File: src/rtl/adc_ctrl_pkg.sv
package adc_ctrl_pkg;
  localparam int ADDR_W = 3;
  localparam int GN_W   = 3;
  localparam int CH_W   = 3;

  localparam logic [ADDR_W-1:0] A_CTRL   = 3'd0;
  localparam logic [ADDR_W-1:0] A_CFG    = 3'd1;
  localparam logic [ADDR_W-1:0] A_CHAN   = 3'd2;
  localparam logic [ADDR_W-1:0] A_RES_HI = 3'd3;
  localparam logic [ADDR_W-1:0] A_RES_LO = 3'd4;

  localparam int CTL_EN   = 7;
  localparam int CTL_DONE = 5;
  localparam int CTL_BUSY = 4;

  // Upper gain codes do not use their lowest bit.
  function automatic logic [GN_W-1:0] gain_norm(input logic [GN_W-1:0] c);
    return c[2] ? {c[2:1], 1'b0} : c;
  endfunction
endpackage

File: src/rtl/adc_ctrl_regs.sv
module adc_ctrl_regs
  import adc_ctrl_pkg::*;
#(
  parameter int RES_W = 12
) (
  input  logic              clk,
  input  logic              rst,
  input  logic [ADDR_W-1:0] bus_addr,
  input  logic [7:0]        bus_wdata,
  input  logic              bus_we,
  output logic [7:0]        bus_rdata,
  input  logic              busy,
  input  logic              done,
  input  logic [RES_W-1:0]  result,
  output logic              en,
  output logic [7:0]        cfg,
  output logic [CH_W-1:0]   chan,
  output logic              start,
  output logic              abort,
  output logic              done_clr
);
  logic ctrl_wr;
  logic [7:0] rd_next;
  logic [7:0] ctrl_view;
  logic [15:0] res_ext;

  assign ctrl_wr  = bus_we && (bus_addr == A_CTRL);
  assign start    = ctrl_wr && bus_wdata[CTL_EN] && bus_wdata[CTL_BUSY] && !busy;
  assign abort    = ctrl_wr && !bus_wdata[CTL_EN] && busy;
  assign done_clr = ctrl_wr && !bus_wdata[CTL_DONE];

  always_ff @(posedge clk) begin
    if (rst) begin
      en   <= 1'b0;
      cfg  <= '0;
      chan <= '0;
    end else if (bus_we) begin
      case (bus_addr)
        A_CTRL: en   <= bus_wdata[CTL_EN];
        A_CFG:  cfg  <= bus_wdata;
        A_CHAN: chan <= bus_wdata[CH_W-1:0];
        default: ;
      endcase
    end
  end

  always_comb begin
    ctrl_view = '0;
    ctrl_view[CTL_EN]   = en;
    ctrl_view[CTL_DONE] = done;
    ctrl_view[CTL_BUSY] = busy;
    res_ext = 16'(result);
    case (bus_addr)
      A_CTRL:   rd_next = ctrl_view;
      A_CFG:    rd_next = cfg;
      A_CHAN:   rd_next = 8'(chan);
      A_RES_HI: rd_next = res_ext[15:8];
      A_RES_LO: rd_next = res_ext[7:0];
      default:  rd_next = '0;
    endcase
  end

  always_ff @(posedge clk) begin
    if (rst) bus_rdata <= '0;
    else     bus_rdata <= rd_next;
  end
endmodule

File: src/rtl/adc_conv_seq.sv
module adc_conv_seq
  import adc_ctrl_pkg::*;
#(
  parameter int RES_W = 12,
  parameter int STEPS = 16,
  parameter int DIV_W = 5
) (
  input  logic             clk,
  input  logic             rst,
  input  logic             start,
  input  logic             abort,
  input  logic             done_clr,
  input  logic [DIV_W-1:0] div_in,
  input  logic [CH_W-1:0]  chan_in,
  input  logic [GN_W-1:0]  gain_in,
  input  logic [RES_W-1:0] sample_in,
  output logic             busy,
  output logic             done,
  output logic [RES_W-1:0] result,
  output logic [CH_W-1:0]  chan_q,
  output logic [GN_W-1:0]  gain_q
);
  localparam int STEP_W = (STEPS > 1) ? $clog2(STEPS) : 1;
  localparam logic [STEP_W-1:0] LAST = STEP_W'(STEPS - 1);

  logic [DIV_W-1:0]  div_q;
  logic [DIV_W-1:0]  pre;
  logic [STEP_W-1:0] step;
  logic tick, finish;

  assign tick   = busy && (pre == div_q);
  assign finish = tick && (step == LAST) && !abort;

  always_ff @(posedge clk) begin
    if (rst) begin
      busy   <= 1'b0;
      pre    <= '0;
      step   <= '0;
      div_q  <= '0;
      chan_q <= '0;
      gain_q <= '0;
      result <= '0;
    end else if (abort) begin
      busy <= 1'b0;
    end else if (start) begin
      busy   <= 1'b1;
      pre    <= '0;
      step   <= '0;
      div_q  <= div_in;
      chan_q <= chan_in;
      gain_q <= gain_in;
    end else if (busy) begin
      if (tick) begin
        pre  <= '0;
        step <= step + 1'b1;
        if (finish) begin
          busy   <= 1'b0;
          result <= sample_in;
        end
      end else begin
        pre <= pre + 1'b1;
      end
    end
  end

  always_ff @(posedge clk) begin
    if (rst)           done <= 1'b0;
    else if (finish)   done <= 1'b1;
    else if (done_clr) done <= 1'b0;
  end
endmodule

File: src/rtl/adc_ctrl.sv
module adc_ctrl
  import adc_ctrl_pkg::*;
#(
  parameter int RES_W = 12,
  parameter int STEPS = 16,
  parameter int DIV_W = 5
) (
  input  logic              clk,
  input  logic              rst,
  input  logic [2:0]        bus_addr,
  input  logic [7:0]        bus_wdata,
  input  logic              bus_we,
  output logic [7:0]        bus_rdata,
  output logic [2:0]        chan_sel,
  output logic [2:0]        gain_code,
  input  logic [RES_W-1:0]  sample_in
);
  logic             en, busy, done, start, abort, done_clr;
  logic [7:0]       cfg;
  logic [CH_W-1:0]  chan;
  logic [RES_W-1:0] result;

  adc_ctrl_regs #(.RES_W(RES_W)) regs_i (
    .clk(clk), .rst(rst), .bus_addr(bus_addr), .bus_wdata(bus_wdata),
    .bus_we(bus_we), .bus_rdata(bus_rdata), .busy(busy), .done(done),
    .result(result), .en(en), .cfg(cfg), .chan(chan), .start(start),
    .abort(abort), .done_clr(done_clr)
  );

  adc_conv_seq #(.RES_W(RES_W), .STEPS(STEPS), .DIV_W(DIV_W)) seq_i (
    .clk(clk), .rst(rst), .start(start), .abort(abort), .done_clr(done_clr),
    .div_in(cfg[7 -: DIV_W]), .chan_in(chan), .gain_in(gain_norm(cfg[GN_W-1:0])),
    .sample_in(sample_in), .busy(busy), .done(done), .result(result),
    .chan_q(chan_sel), .gain_q(gain_code)
  );
endmodule

File: config.mk
export PLATFORM = sky130hd
export DESIGN_NAME = adc_ctrl
export DESIGN_NICKNAME = d
export VERILOG_FILES = /design/src/rtl/adc_ctrl_pkg.sv /design/src/rtl/adc_ctrl_regs.sv /design/src/rtl/adc_conv_seq.sv /design/src/rtl/adc_ctrl.sv
export SDC_FILE = /design/constraint.sdc
export NUM_CORES = 1
export LEC_CHECK = 0
export BUFFER_PORTS_ARGS = -buffer_cell sky130_fd_sc_hd__buf_2
export CAP_MARGIN = 20
export CORE_UTILIZATION = 50
export CTS_CLUSTER_SIZE = 40
export DETAILED_ROUTE_END_ITERATION = 10
export HOLD_SLACK_MARGIN = 0.08
export PLACE_DENSITY_LB_ADDON = 0.12
export SYNTH_ARGS = -nofsm -noshare
export SYNTH_HDL_FRONTEND = slang
export SYNTH_HIERARCHICAL = 1
export SYNTH_SLANG_ARGS = --single-unit
export TNS_END_PERCENT = 30
File: constraint.sdc
create_clock -name clk -period 3 [get_ports clk]
set_clock_uncertainty 0.2 [all_clocks]
set_input_delay 0.3 -clock clk [delete_from_list [all_inputs] [get_ports clk]]
set_output_delay 0.3 -clock clk [all_outputs]
set_load 0.03 [all_outputs]
==> impl_metrics.toml, run 1 <==
[run_status]
outcome = "completed"

[routing]
wl_met3_um = 167
highest_layer = "met4"
dr.pass1.iters = 4
post_drt_wl_per_cell_um = 13.6
num_vias = 2066
drcViolationCount = 0
drt_iter0_drc = 80
drt-total-wl_um = 5300
drtAntennaViolNets = 0
wl_met1_um = 2430
vias_per_cell = 5.28
wl_met2_um = 2660

[pwr]
p_switching_mw = 0.269
pwr-share-comb = 0.080
power_mw = 1.20
p_sw_frac = 0.224
clkPwrFrac = 0.316
p_leak_nw = 1.11
intPower_mw = 0.933
vdd_drop_max_mv = 0.294
seqPwrFrac = 0.603
p_per_area_nw_per_um2 = 402

[clocking]
cts_tree = "done"
insertion_delay_ns = 0.30
cts_resized = 0
post_cts_buffers = 0
cts-root-buf = "clkbuf_8"
clkTransAtPathRegs_ns = 0.09
h-tree-depth = 2
cts_buffers = 5
cts.sinks = 54
cts_max_path_buffers = 2

[setup_path]
crit_chain = "buf_2, or4b_4, nor3_1, nor2b_1, nand2_1, a21oi_1"
endpoint_kind = "register"
critPathSlowestCell = "nor2b_1"
crit_buf_inv = 1
r2r_slack_ns = 1.04
cp.arrival_ns = 2.31
cp.required_ns = 3.03
crit_family = "simple AND/OR/NAND/NOR gates"
critPathLaunchType = "primary input"
cp_max_fo = 14
worst-setup-path-type = "in -> reg"
critPathMaxStageDelay_ns = 0.67

[min_path]
min_path_type = "in -> reg"

[synthesis]
synth-xor-area-share = 0.0316
synthSimpleGateAreaFrac = 0.260
seq_area_frac_synth = 0.434
synth_top_family_by_area = "simple AND/OR/NAND/NOR gates"
synthesis.nets = 299
synth.distinct_cells = 41
yosysWarningCount = 6
syn_inst = 271
synth-adder-area-share = 0.0100
avgSynthCellArea_um2 = 9.19
syn-cell-area_um2 = 2490
synth_compound_area_frac = 0.110
ys_seq_elements = 54
muxShareOfSynthArea = 0.115

[timing]
fin_crit_ns = 2.27
rsz0062_at_grt = "no"
whs_ns = 0.0954
relSlewSlack = 0.493
final-hold-violation-count = 0
setup_violations = 0
worst_pin_slew_ns = 0.760
finalSetupTns_ns = 0
fmax_mhz = 440
post-route-period-util = 0.758
drv_slew = 0

[run]
maxCapViolations = 0

[floorplan]
die-area_um2 = 5270
die_w_um = 72.6
die_h_um = 72.6
start_util = 0.524
num_rows = 25
pin_count = 40
coreArea_um2 = 4750

[final_layout]
nets = 352
layout_common_cells = "54 x dfxtp_1, 39 x buf_2, 32 x nand2_1, 25 x nand2b_1, 24 x mux2i_1"
area_delta_synth_final_pct = 19.9
antennaDiodeCount = 0
fillers = 412
drive_above_1_share = 0.188
mostFrequentLayoutCell = "dfxtp_1"

[place]
place_hpwl_um = 3600
globalplace.congestion = 0.770
portBuffers = 39

[grt]
grt_pass1_vias = 1871
grt_max_degree = 46
antenna_found_initial = 0
overflow = 0
track_usage = 0.214
grt_pass1_wl_um = 8680
## Yosys cell counts
cell      instances  area share
a211oi_1          4       0.012
a21o_1            1      0.0030
a21oi_1          17       0.034
a22oi_1           3      0.0090
a31oi_1           6       0.015
a32oi_1           4       0.014
and4_1            1      0.0035
and4bb_1          1      0.0050
and4bb_2          1      0.0050
buf_2             3      0.0060
buf_6             2      0.0090
clkbuf_1         11       0.017
dfxtp_1          54        0.43
ha_1              2       0.010
inv_1             5      0.0075
mux2_2            4       0.018
mux2i_1          24       0.096
nand2_1          32       0.048
nand2b_1         25       0.063
nand3_1           3      0.0060
nand3b_1          1      0.0030
nand4_1           5       0.013
nand4b_1          1      0.0035
nor2_1           20       0.030
nor2b_1           9       0.023
nor2b_4           1      0.0055
nor3_1            2      0.0040
nor3b_2           2       0.010
nor4_1            1      0.0025
nor4b_4           1      0.0095
nor4bb_1          3       0.012
o21ai_0           6       0.012
o21ba_2           1      0.0040
o311ai_0          1      0.0035
o41ai_1           1      0.0035
or2_2             1      0.0025
or2_4             1      0.0035
or3_1             1      0.0025
or4b_4            1      0.0055
xnor2_1           4       0.014
xor2_1            5       0.018
## per-layer routing
metal / GRT usage / vias to the layer above
met3: 0.0414 / 6
met1: 0.277 / 981
met4: 0.0523 / 0
met5: 0 / -
li1: - / 1043
met2: 0.368 / 36
## sequential cells by signal (all words and copies together), names as in the netlist
signal / cells
seq_i/gain_q: 3
seq_i/div_q: 5
seq_i/chan_q: 3
seq_i/step: 4
seq_i/done: 1
seq_i/result: 12
seq_i/busy: 1
regs_i/chan: 3
regs_i/bus_rdata: 8
regs_i/cfg: 8
regs_i/en: 1
seq_i/pre: 5
## power groups by stage
stage / Sequential [mW] / Combinational (mW) / Clock (mW)
global route: 0.726 / 0.107 / 0.421
CTS: 0.725 / 0.0956 / 0.390
detailed placement: 0.742 / 0.0768 / 0
floorplan: 0.741 / 0.0487 / 0
finish: 0.725 / 0.0965 / 0.380
global placement: 0.742 / 0.0763 / 0
## worst paths after layout
path / startpoint / end / cells after the start
worst min register to register: seq_i/gain_q[1] / seq_i/gain_q[1] / 2
worst max-delay path: bus_addr[1] / seq_i/gain_q[0] / 6
worst max register to register: seq_i/busy / seq_i/result[10] / 6
worst min-delay path: bus_wdata[7] / regs_i/en / 3
## tightest hold or removal path, cell delays in order
cell and delay, ns:
buf_2 0.12, mux2i_1 0.07, nor2_1 0.07
## stage by stage
stage | util | worst slack (ns) | cells | cell area, µm²
2_1_floorplan | - | 0.710 | 271 | 2490
5_1_grt | 0.628 | 0.548 | 391 | 2990
4_1_cts | 0.628 | 0.733 | 391 | 2990
3_5_place_dp | 0.572 | 0.414 | 365 | 2720
3_3_place_gp | 0.572 | 0.496 | 365 | 2720
6_report | 0.628 | 0.725 | 391 | 2990
## layout make-up
type | count | area, µm² | share of cell area
clock buffers | 7 | 76.3 | 0.0255
inverters | 5 | 18.8 | 0.00628
multi-input cells | 196 | 1310 | 0.439
flip-flops and latches | 54 | 1080 | 0.362
well taps | 67 | 83.8 | 0.0281
repair buffers | 62 | 415 | 0.139
## logic make-up (layout without fill, tap and decap cells)
family,after synthesis,count (layout)
AND/OR/NAND/NOR,113,113
flip-flops,54,54
AO/OA/AOI/OAI,44,44
multiplexers,28,28
buffers and inverters,21,74
XOR/XNOR,9,9
adder cells (fa/ha/maj),2,2
## what timing repair did
action / in CTS / in global routing
endpoints found under the hold margin: 22 / 0
setup endpoints to repair: 0 / 0
hold buffers: 19 / 0
Note: power is estimated with default switching activity, not from simulation.
==> run 2: changes to the inputs <==
==> constraint.sdc (replaced) <==
create_clock -name clk -period 2.31 [get_ports clk]
set_clock_uncertainty 0.2 [all_clocks]
set_input_delay 0.231 -clock clk [delete_from_list [all_inputs] [get_ports clk]]
set_output_delay 0.231 -clock clk [all_outputs]
set_load 0.03 [all_outputs]
==> impl_metrics.toml, run 2 (synthesis gave the netlist of run 1 again) <==
[run_status]
outcome = "completed"

[timing]
rsz0062_at_grt = "no"
post-route-period-util = 0.879
whs_ns = 0.156
setup_violations = 0
worst_pin_slew_ns = 0.627
final-hold-violation-count = 0
relSlewSlack = 0.582
fin_crit_ns = 2.03
drv_slew = 0
fmax_mhz = 492
finalSetupTns_ns = 0

[final_layout]
layout_common_cells = "54 x dfxtp_1, 39 x buf_2, 32 x nand2_1, 25 x nand2b_1, 24 x mux2i_1"
drive_above_1_share = 0.210
top_regs = "seq_i/result x12, regs_i/bus_rdata x8, regs_i/cfg x8"
nets = 360
final_util = 0.647
area_delta_synth_final_pct = 23.6
mostFrequentLayoutCell = "dfxtp_1"
antennaDiodeCount = 0
design_area_um2 = 3080
largest_reg_flops = 12
top_register = "seq_i/result"

[routing]
drt_iter0_drc = 71
dr.pass1.iters = 4
drcViolationCount = 0
post_drt_wl_per_cell_um = 13.0
num_vias = 2045
drtAntennaViolNets = 0
drt-total-wl_um = 5180
vias_per_cell = 5.11

[floorplan]
coreArea_um2 = 4750
die-area_um2 = 5270
die_w_um = 72.6
pin_count = 40
die_h_um = 72.6
start_util = 0.524
num_rows = 25

[run]
maxCapViolations = 0

[setup_path]
r2r-start = "seq_i/pre[0]"
cp.arrival_ns = 2.07
critPathSlowestCell = "dlygate4sd3_1"
cp_max_fo = 13
endpoint_kind = "register"
worst-setup-path-type = "in -> reg"
critPathLaunchType = "primary input"
cp-startpoint = "bus_wdata[7]"
critPathMaxStageDelay_ns = 0.53
crit_chain = "dlygate4sd3_1, buf_2, nand2_1, nor3_1, nor2_1, nor4b_4, buf_4, mux2i_1"
cp.required_ns = 2.34

[clocking]
cts_max_path_buffers = 2
cts_tree = "done"
cts_buffers = 5
cts-root-buf = "clkbuf_8"
h-tree-depth = 2
insertion_delay_ns = 0.30
cts.sinks = 54
clkTransAtPathRegs_ns = 0.09
post_cts_buffers = 0

[pwr]
p_switching_mw = 0.360
p_sw_frac = 0.223
pwr-share-comb = 0.083
clkPwrFrac = 0.333
intPower_mw = 1.25
p_per_area_nw_per_um2 = 523
p_leak_nw = 1.17
seqPwrFrac = 0.585
power_mw = 1.61
vdd_drop_max_mv = 0.389

[min_path]
worstHoldStart = "bus_addr[1]"
min_path_type = "in -> reg"

[grt]
overflow = 0
grt_pass1_wl_um = 8530
grt_pass1_vias = 1851
grt_max_degree = 45
antenna_found_initial = 0
track_usage = 0.210

[place]
place_area_um2 = 2790
place_hpwl_um = 3630
globalplace.congestion = 0.826
portBuffers = 39
==> run 2: cell types whose count changed in the layout (fill, tap and decap cells not counted), sizes merged <==
cell	previous run	this run
dlygate4sd3	19	20
clkinv	0	1
buf	43	50
==> run 2: path summary, 6_finish.rpt <==
check                           to  slack (ns)  depth (start not counted)
setup / recovery  seq_i/result[11]        0.28                          8
hold / removal           regs_i/en        0.16                          4
setup reg to reg  seq_i/result[11]        0.37                          5
hold reg to reg    seq_i/gain_q[2]        0.26                          2
==> run 2: stage by stage <==
stage | cells | setup slack (ns)
after detailed placement | 372 | 0.0350
final | 400 | 0.279
after global routing | 400 | 0.123
after CTS | 400 | 0.288
after global placement | 372 | 0.0563
after floorplan | 271 | 0.0886
==> run 2: power by group through the flow <==
stage                     sequential, mW  clock [mW]  combinational, mW
after global routing               0.943       0.596              0.146
after CTS                          0.942       0.552              0.134
after global placement             0.963           0              0.106
after floorplan                    0.962           0             0.0633
after detailed placement           0.963           0              0.107
final                              0.941       0.536              0.133
==> run 2: layer usage <==
metal | GRT usage | vias to the layer above | part of all wire
met3 | 0.0511 | 4 | 0.030
met1 | 0.285 | 947 | 0.48
met2 | 0.337 | 39 | 0.49
met5 | 0 | - | 0
li1 | - | 1055 | -
met4 | 0.0523 | 0 | 0.0056
==> run 2: layout make-up <==
cell class | count | area, µm²
fillers | 419 | 1680
clock buffers | 7 | 86.3
multi-input cells | 196 | 1310
clock inverters | 1 | 5.00
repair buffers | 70 | 490
flip-flops and latches | 54 | 1080
well taps | 67 | 83.8
inverters | 5 | 18.8
==> run 2: what timing repair did <==
| action | CTS | global route |
|---|---|---|
| endpoints found under the hold margin | 25 | 0 |
| endpoints found under the setup margin | 0 | 0 |
| hold buffers | 20 | 0 |
| resized for setup | 0 | 0 |
==> run 2: worst max-delay path: cells and delay by family <==
family / cells / cell delay [ns]
buffers and inverters: 3 / 0.97
multiplexers: 1 / 0.22
AND/OR/NAND/NOR: 4 / 0.64
==> run 3: changes to the inputs <==
--- a/config.mk
+++ b/config.mk
@@ -5,7 +5,7 @@
 export SDC_FILE = /design/constraint.sdc
 export NUM_CORES = 1
 export LEC_CHECK = 0
-export BUFFER_PORTS_ARGS = -buffer_cell sky130_fd_sc_hd__buf_2
+export BUFFER_PORTS_ARGS = -buffer_cell sky130_fd_sc_hd__buf_4
 export CAP_MARGIN = 20
 export CORE_UTILIZATION = 50
 export CTS_CLUSTER_SIZE = 40
==> impl_metrics.toml, run 3 (synthesis gave the netlist of run 1 again) <==
[timing]
relSlewSlack = 0.636
setup_violations = 0
rsz0062_at_grt = "no"
worst_pin_slew_ns = 0.546
whs_ns = 0.144
fin_crit_ns = 1.99
post-route-period-util = 0.863
fmax_mhz = 502
drv_slew = 0
final-hold-violation-count = 0
finalSetupTns_ns = 0

[place]
placed_cells = 371
globalplace.congestion = 0.786
place_hpwl_um = 3600
portBuffers = 39

[grt]
grt_max_degree = 65
grt_pass1_vias = 1994
antenna_found_initial = 0
track_usage = 0.222
grt_pass1_wl_um = 9020
overflow = 0

[pwr]
vdd_drop_max_mv = 0.414
p_leak_nw = 1.20
p_per_area_nw_per_um2 = 577

[routing]
drtAntennaViolNets = 0
drcViolationCount = 0
drt_iter0_drc = 100
drt-total-wl_um = 5420
dr.pass1.iters = 4
post_drt_wl_per_cell_um = 13.6
vias_per_cell = 5.21
num_vias = 2080

[final_layout]
largest_reg_flops = 12
stdcell_count = 399
antennaDiodeCount = 0
top_register = "seq_i/result"
area_delta_synth_final_pct = 29.2
top_regs = "seq_i/result x12, regs_i/bus_rdata x8, regs_i/cfg x8"
mostFrequentLayoutCell = "dfxtp_1"
nets = 359
drive_above_1_share = 0.211
layout_common_cells = "54 x dfxtp_1, 48 x buf_4, 32 x nand2_1, 25 x nand2b_1, 24 x mux2i_1"
final_util = 0.677

[setup_path]
r2r-end = "seq_i/result[1]"
cp.arrival_ns = 2.03
endpoint = "seq_i/result[1]"
cp.required_ns = 2.35
critPathLaunchType = "primary input"
r2r-start = "seq_i/pre[0]"
r2r_slack_ns = 0.37
worst-setup-path-type = "in -> reg"
crit_family = "buffers and inverters"
cp-startpoint = "bus_wdata[7]"
ff2ff_path_depth = 5
critPathSlowestCell = "dlygate4sd3_1"
endpoint_kind = "register"
critPathMaxStageDelay_ns = 0.53
crit_chain = "dlygate4sd3_1, buf_4, nand2_1, nor3_1, buf_4, nor2_1, nor4b_4, buf_4, mux2i_1"
cp_max_fo = 13
worst-path-stages = 9
crit_buf_inv = 4
path_common_cell = "buf_4"

[clocking]
clkTransAtPathRegs_ns = 0.09
cts_tree = "done"
cts_buffers = 5
cts_max_path_buffers = 2
insertion_delay_ns = 0.31
h-tree-depth = 2
cts-root-buf = "clkbuf_8"
post_cts_buffers = 0
cts.sinks = 54

[floorplan]
die_w_um = 72.6
start_util = 0.524
die-area_um2 = 5270
num_rows = 25
coreArea_um2 = 4750
pin_count = 40
die_h_um = 72.6

[min_path]
min_path_type = "in -> reg"
worstHoldStart = "bus_addr[0]"

[run_status]
outcome = "completed"

[run]
maxCapViolations = 0
==> run 3: cell count changes in the layout (fill, tap and decap cells not counted), sizes merged <==
| cell | delta |
|---|---|
| buf | -1 |
| bufinv | +2 |
| clkbuf | -1 |
| clkinv | -1 |
==> run 3: area by class of cell <==
class	count	area (µm²)
clock inverters	2	60.1
inverters	5	18.8
fillers	416	1540
repair buffers	69	581
flip-flops and latches	54	1080
multi-input cells	196	1310
clock buffers	6	82.6
well taps	67	83.8
==> run 3: per-stage QoR <==
step	cell area [µm²]	setup slack, ns	total power [mW]
after CTS	3220	0.317	1.88
after global routing	3220	0.163	1.93
after detailed placement	2880	0.0877	1.08
after global placement	2880	0.125	1.08
final	3220	0.316	1.86
after floorplan	2490	0.0886	1.03
==> run 3: how the worst min path moves through the flow <==
| stage | end | slack, ns | depth (start not counted) |
|---|---|---|---|
| final | regs_i/en | 0.14 | 4 |
| after global routing | regs_i/en | 0.17 | 4 |
| after CTS | regs_i/en | 0.13 | 4 |
| after detailed placement | seq_i/chan_q[2] | 0.25 | 2 |
| after global placement | seq_i/chan_q[2] | 0.25 | 2 |
| after floorplan | regs_i/cfg[4] | 0.10 | 1 |
==> run 3: report_power, final <==
part	leakage (nW)	total, mW	switching (mW)	internal [mW]
registers	0.435	0.942	0.00539	0.936
clock network	0.0714	0.770	0.307	0.462
logic	0.698	0.145	0.0628	0.0823
total	1.20	1.86	0.376	1.48
==> run 3: metal layers <==
layer	part of all wire	global-route usage
met5	0	0
met4	0.014	0.0980
met3	0.029	0.0470
met2	0.49	0.372
met1	0.46	0.275
==> run 3: timing repair <==
action	in CTS	in global routing
gates resized for setup	0	0
endpoints found under the hold margin	25	0
hold buffers	20	0
endpoints found under the setup margin	0	0
==> run 3: worst register-to-register path, cell delays in order (launching register included) <==
cell	delay, ns
dfxtp_1	0.43
xnor2_1	0.16
nand4_1	0.28
nor4b_4	0.32
buf_4	0.28
mux2i_1	0.21
